**config.mk**
```make
export PLATFORM = sky130hd
export DESIGN_NAME = link_frame_tx
export DESIGN_NICKNAME = d
export VERILOG_FILES = /design/src/rtl/lft_pkg.sv /design/src/rtl/lft_pos_counter.sv /design/src/rtl/lft_frame_build.sv /design/src/rtl/lft_shifter.sv /design/src/rtl/link_frame_tx.sv
export SDC_FILE = /design/constraint.sdc
export NUM_CORES = 1
export LEC_CHECK = 0
export BUFFER_PORTS_ARGS = -buffer_cell sky130_fd_sc_hd__buf_4
export CAP_MARGIN = 20
export CORE_ASPECT_RATIO = 0.5
export CORE_MARGIN = 2
export CORE_UTILIZATION = 55
export DETAILED_ROUTE_END_ITERATION = 10
export PLACE_DENSITY = 0.86
export SETUP_SLACK_MARGIN = 0.2
export SYNTH_ARGS = -nofsm -noshare
export SYNTH_HDL_FRONTEND = slang
export SYNTH_HIERARCHICAL = 1
export SYNTH_SLANG_ARGS = --single-unit
export TNS_END_PERCENT = 1
```
**constraint.sdc**
```tcl
create_clock -name clk -period 1.85 [get_ports clk]
set_input_delay 0.185 -clock clk [delete_from_list [all_inputs] [get_ports clk]]
set_output_delay 0.185 -clock clk [all_outputs]
set_load 0.01 [all_outputs]
```
**src/rtl/lft_pkg.sv**
```systemverilog
package lft_pkg;

  localparam int DEF_NUM_SLOTS = 12;
  localparam int DEF_SLOT_W    = 20;
  localparam int DEF_IDX_W     = 7;
  localparam int DEF_CMD_W     = 16;
  localparam int DEF_PCM_W     = 16;
  localparam int DEF_ID_W      = 3;

  // Bit position, inside the frame vector (MSB sent first), of the top bit of slot k.
  function automatic int slot_msb(input int frame_w, input int tag_w,
                                  input int slot_w, input int k);
    return frame_w - 1 - tag_w - (k - 1) * slot_w;
  endfunction

endpackage

```
**src/rtl/lft_pos_counter.sv**
```systemverilog
module lft_pos_counter #(
  parameter int FRAME_W = 256,
  parameter int TAG_W   = 16,
  localparam int POS_W  = $clog2(FRAME_W)
) (
  input  logic clk,
  input  logic rst,
  output logic boundary,
  output logic sync
);

  logic [POS_W-1:0] pos;
  logic [POS_W-1:0] next_pos;

  assign boundary = (pos == POS_W'(FRAME_W - 1)) && !rst;
  assign next_pos = (pos == POS_W'(FRAME_W - 1)) ? '0 : pos + 1'b1;

  always_ff @(posedge clk) begin
    if (rst) begin
      pos  <= POS_W'(FRAME_W - 1);
      sync <= 1'b0;
    end else begin
      pos  <= next_pos;
      sync <= (next_pos < POS_W'(TAG_W));
    end
  end

endmodule

```
**src/rtl/lft_frame_build.sv**
```systemverilog
module lft_frame_build #(
  parameter int NUM_SLOTS = lft_pkg::DEF_NUM_SLOTS,
  parameter int SLOT_W    = lft_pkg::DEF_SLOT_W,
  parameter int IDX_W     = lft_pkg::DEF_IDX_W,
  parameter int CMD_W     = lft_pkg::DEF_CMD_W,
  parameter int PCM_W     = lft_pkg::DEF_PCM_W,
  parameter int ID_W      = lft_pkg::DEF_ID_W,
  localparam int TAG_W    = 1 + NUM_SLOTS + ID_W,
  localparam int FRAME_W  = TAG_W + NUM_SLOTS * SLOT_W
) (
  input  logic               cmd_take,
  input  logic               cmd_read,
  input  logic [IDX_W-1:0]   cmd_index,
  input  logic [CMD_W-1:0]   cmd_wdata,
  input  logic               pcm_take,
  input  logic [PCM_W-1:0]   pcm_left,
  input  logic [PCM_W-1:0]   pcm_right,
  input  logic [ID_W-1:0]    codec_id,
  output logic [FRAME_W-1:0] frame
);

  // Slot valid flags, slot 1 in the most significant bit.
  logic [NUM_SLOTS-1:0] vld;

  for (genvar k = 1; k <= NUM_SLOTS; k++) begin : g_slot
    localparam int MSB = lft_pkg::slot_msb(FRAME_W, TAG_W, SLOT_W, k);
    localparam int VB  = NUM_SLOTS - k;
    if (k == 1) begin : g_addr
      assign vld[VB] = cmd_take;
      assign frame[MSB -: SLOT_W] = cmd_take ?
        {cmd_read, cmd_index, {(SLOT_W - 1 - IDX_W){1'b0}}} : '0;
    end else if (k == 2) begin : g_wdata
      assign vld[VB] = cmd_take & ~cmd_read;
      assign frame[MSB -: SLOT_W] = vld[VB] ?
        {cmd_wdata, {(SLOT_W - CMD_W){1'b0}}} : '0;
    end else if (k == 3) begin : g_left
      assign vld[VB] = pcm_take;
      assign frame[MSB -: SLOT_W] = pcm_take ?
        {pcm_left, {(SLOT_W - PCM_W){1'b0}}} : '0;
    end else if (k == 4) begin : g_right
      assign vld[VB] = pcm_take;
      assign frame[MSB -: SLOT_W] = pcm_take ?
        {pcm_right, {(SLOT_W - PCM_W){1'b0}}} : '0;
    end else begin : g_idle
      assign vld[VB] = 1'b0;
      assign frame[MSB -: SLOT_W] = '0;
    end
  end

  assign frame[FRAME_W-1 -: TAG_W] = {|vld, vld, codec_id};

endmodule

```
**src/rtl/lft_shifter.sv**
```systemverilog
module lft_shifter #(
  parameter int FRAME_W = 256
) (
  input  logic               clk,
  input  logic               rst,
  input  logic               load,
  input  logic [FRAME_W-1:0] frame_in,
  output logic               sdata
);

  logic [FRAME_W-1:0] shreg;

  always_ff @(posedge clk) begin
    if (rst) begin
      shreg <= '0;
      sdata <= 1'b0;
    end else if (load) begin
      sdata <= frame_in[FRAME_W-1];
      shreg <= {frame_in[FRAME_W-2:0], 1'b0};
    end else begin
      sdata <= shreg[FRAME_W-1];
      shreg <= {shreg[FRAME_W-2:0], 1'b0};
    end
  end

endmodule

```
**src/rtl/link_frame_tx.sv**
```systemverilog
module link_frame_tx #(
  parameter int NUM_SLOTS = lft_pkg::DEF_NUM_SLOTS,
  parameter int SLOT_W    = lft_pkg::DEF_SLOT_W,
  parameter int IDX_W     = lft_pkg::DEF_IDX_W,
  parameter int CMD_W     = lft_pkg::DEF_CMD_W,
  parameter int PCM_W     = lft_pkg::DEF_PCM_W,
  parameter int ID_W      = lft_pkg::DEF_ID_W
) (
  input  logic             clk,
  input  logic             rst,
  input  logic             cmd_valid,
  output logic             cmd_ready,
  input  logic             cmd_read,
  input  logic [IDX_W-1:0] cmd_index,
  input  logic [CMD_W-1:0] cmd_wdata,
  input  logic             pcm_valid,
  output logic             pcm_ready,
  input  logic [PCM_W-1:0] pcm_left,
  input  logic [PCM_W-1:0] pcm_right,
  input  logic [ID_W-1:0]  codec_id,
  output logic             sync,
  output logic             sdata_out
);

  localparam int TAG_W   = 1 + NUM_SLOTS + ID_W;
  localparam int FRAME_W = TAG_W + NUM_SLOTS * SLOT_W;

  logic               boundary;
  logic [FRAME_W-1:0] next_frame;

  lft_pos_counter #(.FRAME_W(FRAME_W), .TAG_W(TAG_W)) u_pos (
    .clk      (clk),
    .rst      (rst),
    .boundary (boundary),
    .sync     (sync)
  );

  assign cmd_ready = boundary;
  assign pcm_ready = boundary;

  lft_frame_build #(
    .NUM_SLOTS(NUM_SLOTS), .SLOT_W(SLOT_W), .IDX_W(IDX_W),
    .CMD_W(CMD_W), .PCM_W(PCM_W), .ID_W(ID_W)
  ) u_build (
    .cmd_take  (cmd_valid & boundary),
    .cmd_read  (cmd_read),
    .cmd_index (cmd_index),
    .cmd_wdata (cmd_wdata),
    .pcm_take  (pcm_valid & boundary),
    .pcm_left  (pcm_left),
    .pcm_right (pcm_right),
    .codec_id  (codec_id),
    .frame     (next_frame)
  );

  lft_shifter #(.FRAME_W(FRAME_W)) u_shift (
    .clk      (clk),
    .rst      (rst),
    .load     (boundary),
    .frame_in (next_frame),
    .sdata    (sdata_out)
  );

endmodule

```
Word-level counts from Yosys, hierarchy flattened --
Index checks and enable logic that the tools add are counted.
Word-level totals: register bits 266, bits in latches 0, bits in writable memories 0, memory bits (read-only) 0, input bits 63, output and inout port bits 4, word-level logic and storage cells 23, memories 0
Operators by class: $add $sub $neg 1, $mul 0, divide/modulo/power cells 0, $lt $le $gt $ge 1, eq/ne operators 1, shifts and indexed selects 0, multiplexer cells 7, bitwise logic cells 4, reductions and logical operators 4
Operators by type and width (number):
- $mux 256 | 1
- $mux 20 | 4
- $add 8x1->8 const B | 1
- $eq 8x8->1 const B | 1
- $lt 8x5->1 const B | 1
- $mux 8 | 1
- $and 1x1->1 | 3
- $reduce_or 3->1 | 1
- $reduce_or 2->1 | 1
- $logic_and 1x1->1 | 1
- $logic_not 1->1 | 1
- $mux 1 | 1
- $not 1->1 | 1

Logic depth before layout (Yosys ltp) --
Gate-level depths: netlist of run 1.
word-level depth 6, gate-level depth with buffers 9

Cells and area by module --
The synthesis of run 1 kept the hierarchy.
By module, submodules not included:
- lft_shifter | instances 1, cells each 824, area an instance 9328.9 µm²
- lft_frame_build | instances 1, cells each 263, area an instance 1931.9 µm²
- lft_pos_counter | instances 1, cells each 43, area an instance 410.4 µm²
- link_frame_tx | instances 1, cells each 3, area an instance 20.0 µm²

Worst setup path after synthesis of run 1 --
No wires, ideal clock.
kind register -> register, start register u_pos.pos[0], end register u_shift.shreg[211], setup time 128 ps, arrival time 1923 ps, path slack -201 ps, cell stages (with the launch flop) 10, path buffers 3, period minus slack after synthesis 2051 ps, path through dfxtp_1 -> ha_1 -> and3_1 -> nand2_2 -> nor2_1 -> buf_6 -> buf_12 -> buf_12 -> mux2i_1 -> nor2_1
On the way: longest elaborated chain between the ends 6
Ends and longest elaborated chain:
- start, declared | RTL line lft_pos_counter.sv:12 | logic [POS_W-1:0] pos;
- start signal, assigned | RTL line lft_pos_counter.sv:20 | pos <= POS_W'(FRAME_W - 1);
- start signal, assigned | RTL line lft_pos_counter.sv:23 | pos <= next_pos;
- $eq 8x8->1 * | RTL line lft_pos_counter.sv:15 | assign boundary = (pos == POS_W'(FRAME_W - 1)) && !rst;
- $logic_and 1x1->1 * | RTL line lft_pos_counter.sv:15
- named net cmd_ready | RTL line link_frame_tx.sv:12 | output logic cmd_ready,
- $and 1x1->1 | RTL line link_frame_tx.sv:45 | .cmd_take (cmd_valid & boundary),
- $and 1x1->1 | RTL line lft_frame_build.sv:33 | assign vld[VB] = cmd_take & ~cmd_read;
- $mux 20 | RTL line lft_frame_build.sv:34 | assign frame[MSB -: SLOT_W] = vld[VB] ?
- $mux 256 * | RTL line lft_shifter.sv:17 | end else if (load) begin
- end signal, assigned | RTL line lft_shifter.sv:19 | shreg <= {frame_in[FRAME_W-2:0], 1'b0};
- end signal, assigned | RTL line lft_shifter.sv:22 | shreg <= {shreg[FRAME_W-2:0], 1'b0};
- end, declared | RTL line lft_shifter.sv:11 | logic [FRAME_W-1:0] shreg;
The timed path passes the listed nets; every way through them passes the cells marked *. A chain may end at the register's enable or synchronous reset.

Worst setup path in the final report of run 1 --
start register u_pos.pos[1], end register u_shift.shreg[9]
On the way: longest elaborated chain between the ends 3
Ends and longest elaborated chain (RTL line):
- $eq 8x8->1 | lft_pos_counter.sv:15
- $logic_and 1x1->1 | lft_pos_counter.sv:15
- $reduce_or 2->1 (no source line)
Every way passes these cells.

==> results of run 1 <==
-- stage by stage --
step	utilization	hold WS [ns]	setup TNS, ns	std cells
detailed placement	0.553	0.430	-0.00281	1425
CTS	0.599	0.0238	-2.30	1474
floorplan	-	0.413	0	1324
global route	0.603	0.0287	-23.65	1476
finish	0.603	0.0353	-9.77	1476
global placement	0.553	0.428	0	1425
-- sequential cells by signal, indices dropped and copies added, names as in the netlist --
signal         count
u_shift/sdata      1
u_shift/shreg    255
u_pos/sync         1
u_pos/pos          8
-- power groups by stage --
stage / registers [mW] / clock network (mW) / logic, mW
global placement: 6.70 / 0 / 3.25
floorplan: 6.67 / 0 / 3.46
detailed placement: 6.73 / 0 / 3.37
global route: 6.67 / 5.17 / 4.08
CTS: 6.62 / 4.91 / 3.66
finish: 6.62 / 4.82 / 3.76
-- cells in the mapped netlist, types with 3 or more instances --
cell type,number,share of area
clkbuf_2,3,0.0013
and3b_1,17,0.013
a21o_2,4,0.0030
mux2i_1,255,0.22
buf_4,201,0.13
nor2_1,257,0.083
buf_12,26,0.045
and2_1,42,0.022
dfxtp_1,265,0.45
buf_2,22,0.0094
clkbuf_1,8,0.0026
a21oi_1,3,0.0013
-- logic make-up (layout without fill, tap and decap cells) --
kind of cell / after synthesis / count (layout) / share of synthesized area
fa+ha+maj: 1 / 1 / 0.00107
mux: 255 / 255 / 0.218
buf+inv: 265 / 144 / 0.191
other cells: 1 / 192 / 0.000321
xor+xnor: 4 / 4 / 0.00300
flops: 265 / 265 / 0.454
simple gates: 331 / 331 / 0.126
compound gates: 11 / 11 / 0.00653
-- layout make-up --
type / count / area share
Clock inverter: 5 / 0.00622
Sequential cell: 265 / 0.426
Tap cell: 273 / 0.0274
Timing Repair Buffer: 104 / 0.0908
Clock buffer: 33 / 0.0540
Inverter: 2 / 0.000602
Multi-Input combinational cell: 794 / 0.395
-- worst min-delay path, delay by kind of cell --
kind | cells | cell delay, ns
mux | 1 | 0.06
simple gates | 2 | 0.18
buf+inv | 1 | 0.07
-- layer usage --
metal,share of wire,GRT usage,up-vias,routed length [um]
met3,0.028,0.0272,31,496
li1,-,-,3395,-
met2,0.51,0.291,71,9070
met5,0,0,-,0
met4,0.023,0.0456,0,413
met1,0.44,0.188,3084,7920
-- timing repair --
action	CTS	global route
cloned	2	1
hold buffers	4	0
hold endpoints to repair	5	0
setup endpoints to repair	257	256
resized for setup	19	9
setup buffers	5	1
pin swaps	2	11
-- worst paths after layout --
| kind | from | slack, ns | end | depth (start not counted) |
|---|---|---|---|---|
| max | u_pos/pos[1]$_SDFF_PP1_ | -0.17 | u_shift/shreg[9]$_SDFF_PP0_ | 10 |
| min | pcm_right[7] | 0.04 | u_shift/shreg[172]$_SDFF_PP0_ | 4 |
| max reg2reg | u_pos/pos[1]$_SDFF_PP1_ | -0.17 | u_shift/shreg[9]$_SDFF_PP0_ | 10 |
| min reg2reg | u_shift/shreg[98]$_SDFF_PP0_ | 0.46 | u_shift/shreg[99]$_SDFF_PP0_ | 2 |
==> flow_summary.json, run 1 <==
{
  "status": "finished, violations left",
  "violations": "setup timing",
  "post_dp_cell_area_mm2": 0.0114,
  "finalWorstSetupSlack_ns": -0.169,
  "grt_pass1_wl_um": 29600,
  "die_h_um": 107,
  "rsz0062_at_grt": "yes",
  "p_sw_mw": 4.07,
  "hold_path_class": "in2reg",
  "row_count": 37,
  "drive_gt1_frac": 0.128,
  "synth_edf_count": 0,
  "synthArstFlopShare": 0,
  "cp-end-kind": "flip-flop",
  "maxSlewViolCount": 0,
  "core-area_mm2": 0.0207,
  "port_buffers": 66,
  "start_util": 0.565,
  "num_antenna_cells": 0,
  "cts_tree": "built",
  "viasPerCell": 4.46,
  "syn_to_final_growth_pct": 6.67,
  "setup_viol": 128,
  "pwr-share-clk": 0.317,
  "p_leak_nw": 5.01,
  "seqPwrFrac": 0.435,
  "vias": 6581,
  "routed_wl_um": 17900,
  "cp_max_fo": 21,
  "cts.sinks": 265,
  "post-dp-hpwl_um": 10200,
  "max_cap_violations": 0,
  "grt_start_max_net_pins": 146,
  "synth.avg_cell_area_um2": 10.3,
  "skew_ns": 0.00899,
  "h-tree-depth": 1,
  "startpoint_type": "flip-flop",
  "worstSetupPathType": "reg2reg",
  "antenna_found_initial": 0,
  "final_hold_viol_count": 0,
  "cts_root_buffer": "clkbuf_16",
  "syn_inst": 1133,
  "antenna_left": 0,
  "path_clk_slew_ns": 0.07,
  "grt_pass1_vias": 6525,
  "place_congestion": 0.728,
  "numCtsBuffers": 23,
  "cp.required_ns": 2.23,
  "layout.nets": 1254,
  "drtIter0Drc": 366,
  "slew_headroom": 0.622,
  "cp_slowest_cell": "dfxtp_4",
  "critPathBufInv": 4,
  "synth-seq-cells": 265,
  "cpMostUsedCell": "buf_12",
  "wl_per_cell_um": 12.1,
  "fin_crit_sh": 1.09,
  "drc_errors": 0,
  "cp_top_family": "buffers and inverters",
  "path_cells": "ha_4, and3_4, nand2_4, nor2_4, buf_12, buf_12, buf_4, buf_16, mux2i_1, nor2_1",
  "slowest_delay_ns": 0.37,
  "stdcell_area_mm2": 0.0125,
  "power.total_mw": 15.2,
  "tightest_slew_ns": 0.566,
  "power.share.combinational": 0.247,
  "die-area_mm2": 0.0225,
  "irDropWorstVdd_uv": 619,
  "multi_input_area_mm2": 0.00493,
  "synth_ff_type": "dfxtp_1",
  "fp.dieW_um": 210,
  "seqCellArea_mm2": 0.00531,
  "fmax_ghz": 0.495,
  "grt_util_all_layers": 0.157,
  "clk_latency_ns": 0.50,
  "layout_commonest_cell": "dfxtp_1",
  "grt-ovfl-total": 0,
  "cts.path.max_buffers": 3,
  "yosysWarnings": 6,
  "powerDensity_mw_per_mm2": 1220,
  "netlist-cell-type-count": 35,
  "seq_area_frac_synth": 0.454,
  "place_ws_ns": -0.00281,
  "syn_area_mm2": 0.0117,
  "period_minus_slack_ns": 2.02,
  "p_int_mw": 11.1,
  "ios": 67,
  "drtPass1Iterations": 4,
  "num-fill-cells": 1496,
  "arrival_ns": 2.39,
  "swShare": 0.268,
  "final_cell_mix": "dfxtp_1, nor2_1, mux2i_1"
}
No activity file was read; power rests on OpenSTA's default activity.
==> run 2: changes to the inputs <==
CORE_UTILIZATION = 48   (was 55)
PLACE_DENSITY = 0.84   (was 0.86)
REMOVE_ABC_BUFFERS = 1   (was not set)
SYNTH_HIERARCHICAL = not set   (was 1)
==> flow_summary.json, run 2 <==
{
  "status": "complete, no violations",
  "maxSlewViolCount": 0,
  "irDropWorstVdd_uv": 573,
  "routed_wl_um": 6220,
  "post-dp-hpwl_um": 3930,
  "yosysTopAreaCell": "dfxtp_1",
  "port_buffers": 66,
  "clk_latency_ns": 0.34,
  "grt_start_max_net_pins": 52,
  "cts_tree": "built",
  "cts_root_buffer": "clkbuf_16",
  "tightest_slew_ns": 0.244,
  "fp.dieW_um": 119,
  "drtIter0Drc": 187,
  "synth_common_cells": "dfxtp_1, a22o_1, and2_1, buf_2, a32o_1",
  "numCtsBuffers": 9,
  "p_leak_nw": 1.77,
  "place_ws_ns": 0.140,
  "synth_ff_type": "dfxtp_1",
  "grt-ovfl-total": 0,
  "final_hold_viol_count": 0,
  "powerDensity_mw_per_mm2": 1350,
  "drive_gt1_frac": 0.310,
  "final_cell_mix": "dfxtp_1, buf_4, a22o_1",
  "seq_area_frac_synth": 0.640,
  "ios": 67,
  "startpoint_type": "flip-flop",
  "synth_edf_count": 0,
  "synthTopCellsByArea": "dfxtp_1, a22o_1, and2_1",
  "skew_ns": 0.00837,
  "synth_top_area_share": 0.640,
  "cp-end-kind": "primary output",
  "fin_crit_sh": 0.943,
  "grt_util_all_layers": 0.178,
  "drc_errors": 0,
  "vias": 2144,
  "synth.most_common_cell": "dfxtp_1",
  "start_util": 0.509,
  "die-area_mm2": 0.00729,
  "max_cap_violations": 0,
  "num_antenna_cells": 0,
  "cts.path.max_buffers": 2,
  "antenna_found_initial": 0,
  "antenna_left": 0,
  "drtPass1Iterations": 4,
  "grt_pass1_vias": 2084,
  "layout_commonest_cell": "dfxtp_1",
  "hold_path_class": "in2reg",
  "place_congestion": 0.747,
  "die_h_um": 61.4,
  "num-fill-cells": 457,
  "yosysWarnings": 0,
  "row_count": 20,
  "reg.largest.list": "u_shift.shreg x91, u_pos.pos x8",
  "cp.required_ns": 1.66,
  "cts.sinks": 101,
  "setup_viol": 0,
  "syn_inst": 257,
  "core-area_mm2": 0.00621,
  "postCtsHoldBufs": 0,
  "netlist-cell-type-count": 32,
  "largest_reg_flops": 91,
  "slew_headroom": 0.836,
  "whs_ns": 0.0533,
  "rsz0062_at_grt": "yes",
  "synthArstFlopShare": 0,
  "wl_per_cell_um": 14.8,
  "regMostFlops": "u_shift.shreg",
  "period_minus_slack_ns": 1.74,
  "viasPerCell": 5.10,
  "synth.avg_cell_area_um2": 12.3,
  "syn_to_final_growth_pct": 30.4,
  "h-tree-depth": 3,
  "finalWorstSetupSlack_ns": 0.106,
  "grt_pass1_wl_um": 9760,
  "path_clk_slew_ns": 0.07,
  "worstSetupPathType": "reg2out",
  "synth-seq-cells": 101,
  "arrival_ns": 1.56,
  "layout.nets": 391,
  "fmax_ghz": 0.573,
  "syn_area_mm2": 0.00316,
  "cp_max_fo": 4
}
==> run 2: changes by cell type in the layout (fill, tap and decap cells not counted), sizes merged, moves of 8 or more <==
cell    delta
mux2i    -252
nor2     -251
conb     -192
dfxtp    -164
a22o      +48
clkbuf    -22
buf       -19
and3b     -16
and2      -13
a32o       +8
==> run 2: power by group <==
group | internal, mW | switching [mW] | total [mW]
clock network | 0.948 | 0.771 | 1.72
logic | 0.636 | 0.614 | 1.25
registers | 2.44 | 0.144 | 2.58
total | 4.02 | 1.53 | 5.55
==> run 2: worst paths after layout <==
check	start	endpoint	slack, ns	cells after the start
max reg2reg	u_pos.pos[0]$_SDFF_PP1_	u_shift.shreg[198]$_SDFF_PP0_	0.11	7
min	pcm_right[2]	u_shift.shreg[167]$_SDFF_PP0_	0.05	2
max	u_pos.pos[0]$_SDFF_PP1_	pcm_ready	0.11	5
min reg2reg	u_shift.shreg[250]$_SDFF_PP0_	u_shift.shreg[251]$_SDFF_PP0_	0.42	1
==> run 2: per-stage QoR <==
stage,area [um2],utilization,TNS [ns],total power [mW],std cells
after floorplan,3030,-,-45.73,3.25,236
after global routing,4120,0.664,0,5.83,420
after global placement,3760,0.606,0,3.67,400
after detailed placement,3760,0.606,0,3.74,400
final,4120,0.664,0,5.55,420
after CTS,4100,0.660,0,5.56,419
==> run 2: cells by family after synthesis <==
kind of cell | count (synthesis) | share of synthesized area
buf+inv | 23 | 0.0443
flops | 101 | 0.640
fa+ha+maj | 1 | 0.00396
mux | 3 | 0.00950
xor+xnor | 4 | 0.0111
compound gates | 71 | 0.189
simple gates | 54 | 0.102
==> run 2: routing by layer <==
layer / routed length (um) / track usage
met5: 0 / 0
met4: 61 / 0.0714
met3: 323 / 0.0620
met2: 3040 / 0.319
met1: 2800 / 0.205
==> run 2: layout make-up <==
| class | instances | area [um2] | area share |
|---|---|---|---|
| Timing Repair Buffer | 80 | 679 | 0.165 |
| Tap cell | 88 | 110 | 0.0267 |
| Clock inverter | 5 | 36.3 | 0.00880 |
| Inverter | 2 | 7.51 | 0.00182 |
| Multi-Input combinational cell | 133 | 1020 | 0.248 |
| Sequential cell | 101 | 2020 | 0.491 |
| Clock buffer | 11 | 243 | 0.0589 |
==> run 2: critical path, stage by stage, from the launching register on <==
cell and delay (ns):
dfxtp_2 0.35, ha_4 0.13, and4_4 0.24, nor3b_4 0.25, buf_6 0.15, buf_6 0.10
==> run 2: repair_timing <==
| item | in CTS | in global routing |
|---|---|---|
| pin swaps | 1 | 1 |
| cloned | 0 | 1 |
| buffers inserted | 3 | 0 |
| resized for setup | 9 | 1 |
| endpoints found under the setup margin | 52 | 55 |
| hold endpoints to repair | 0 | 0 |
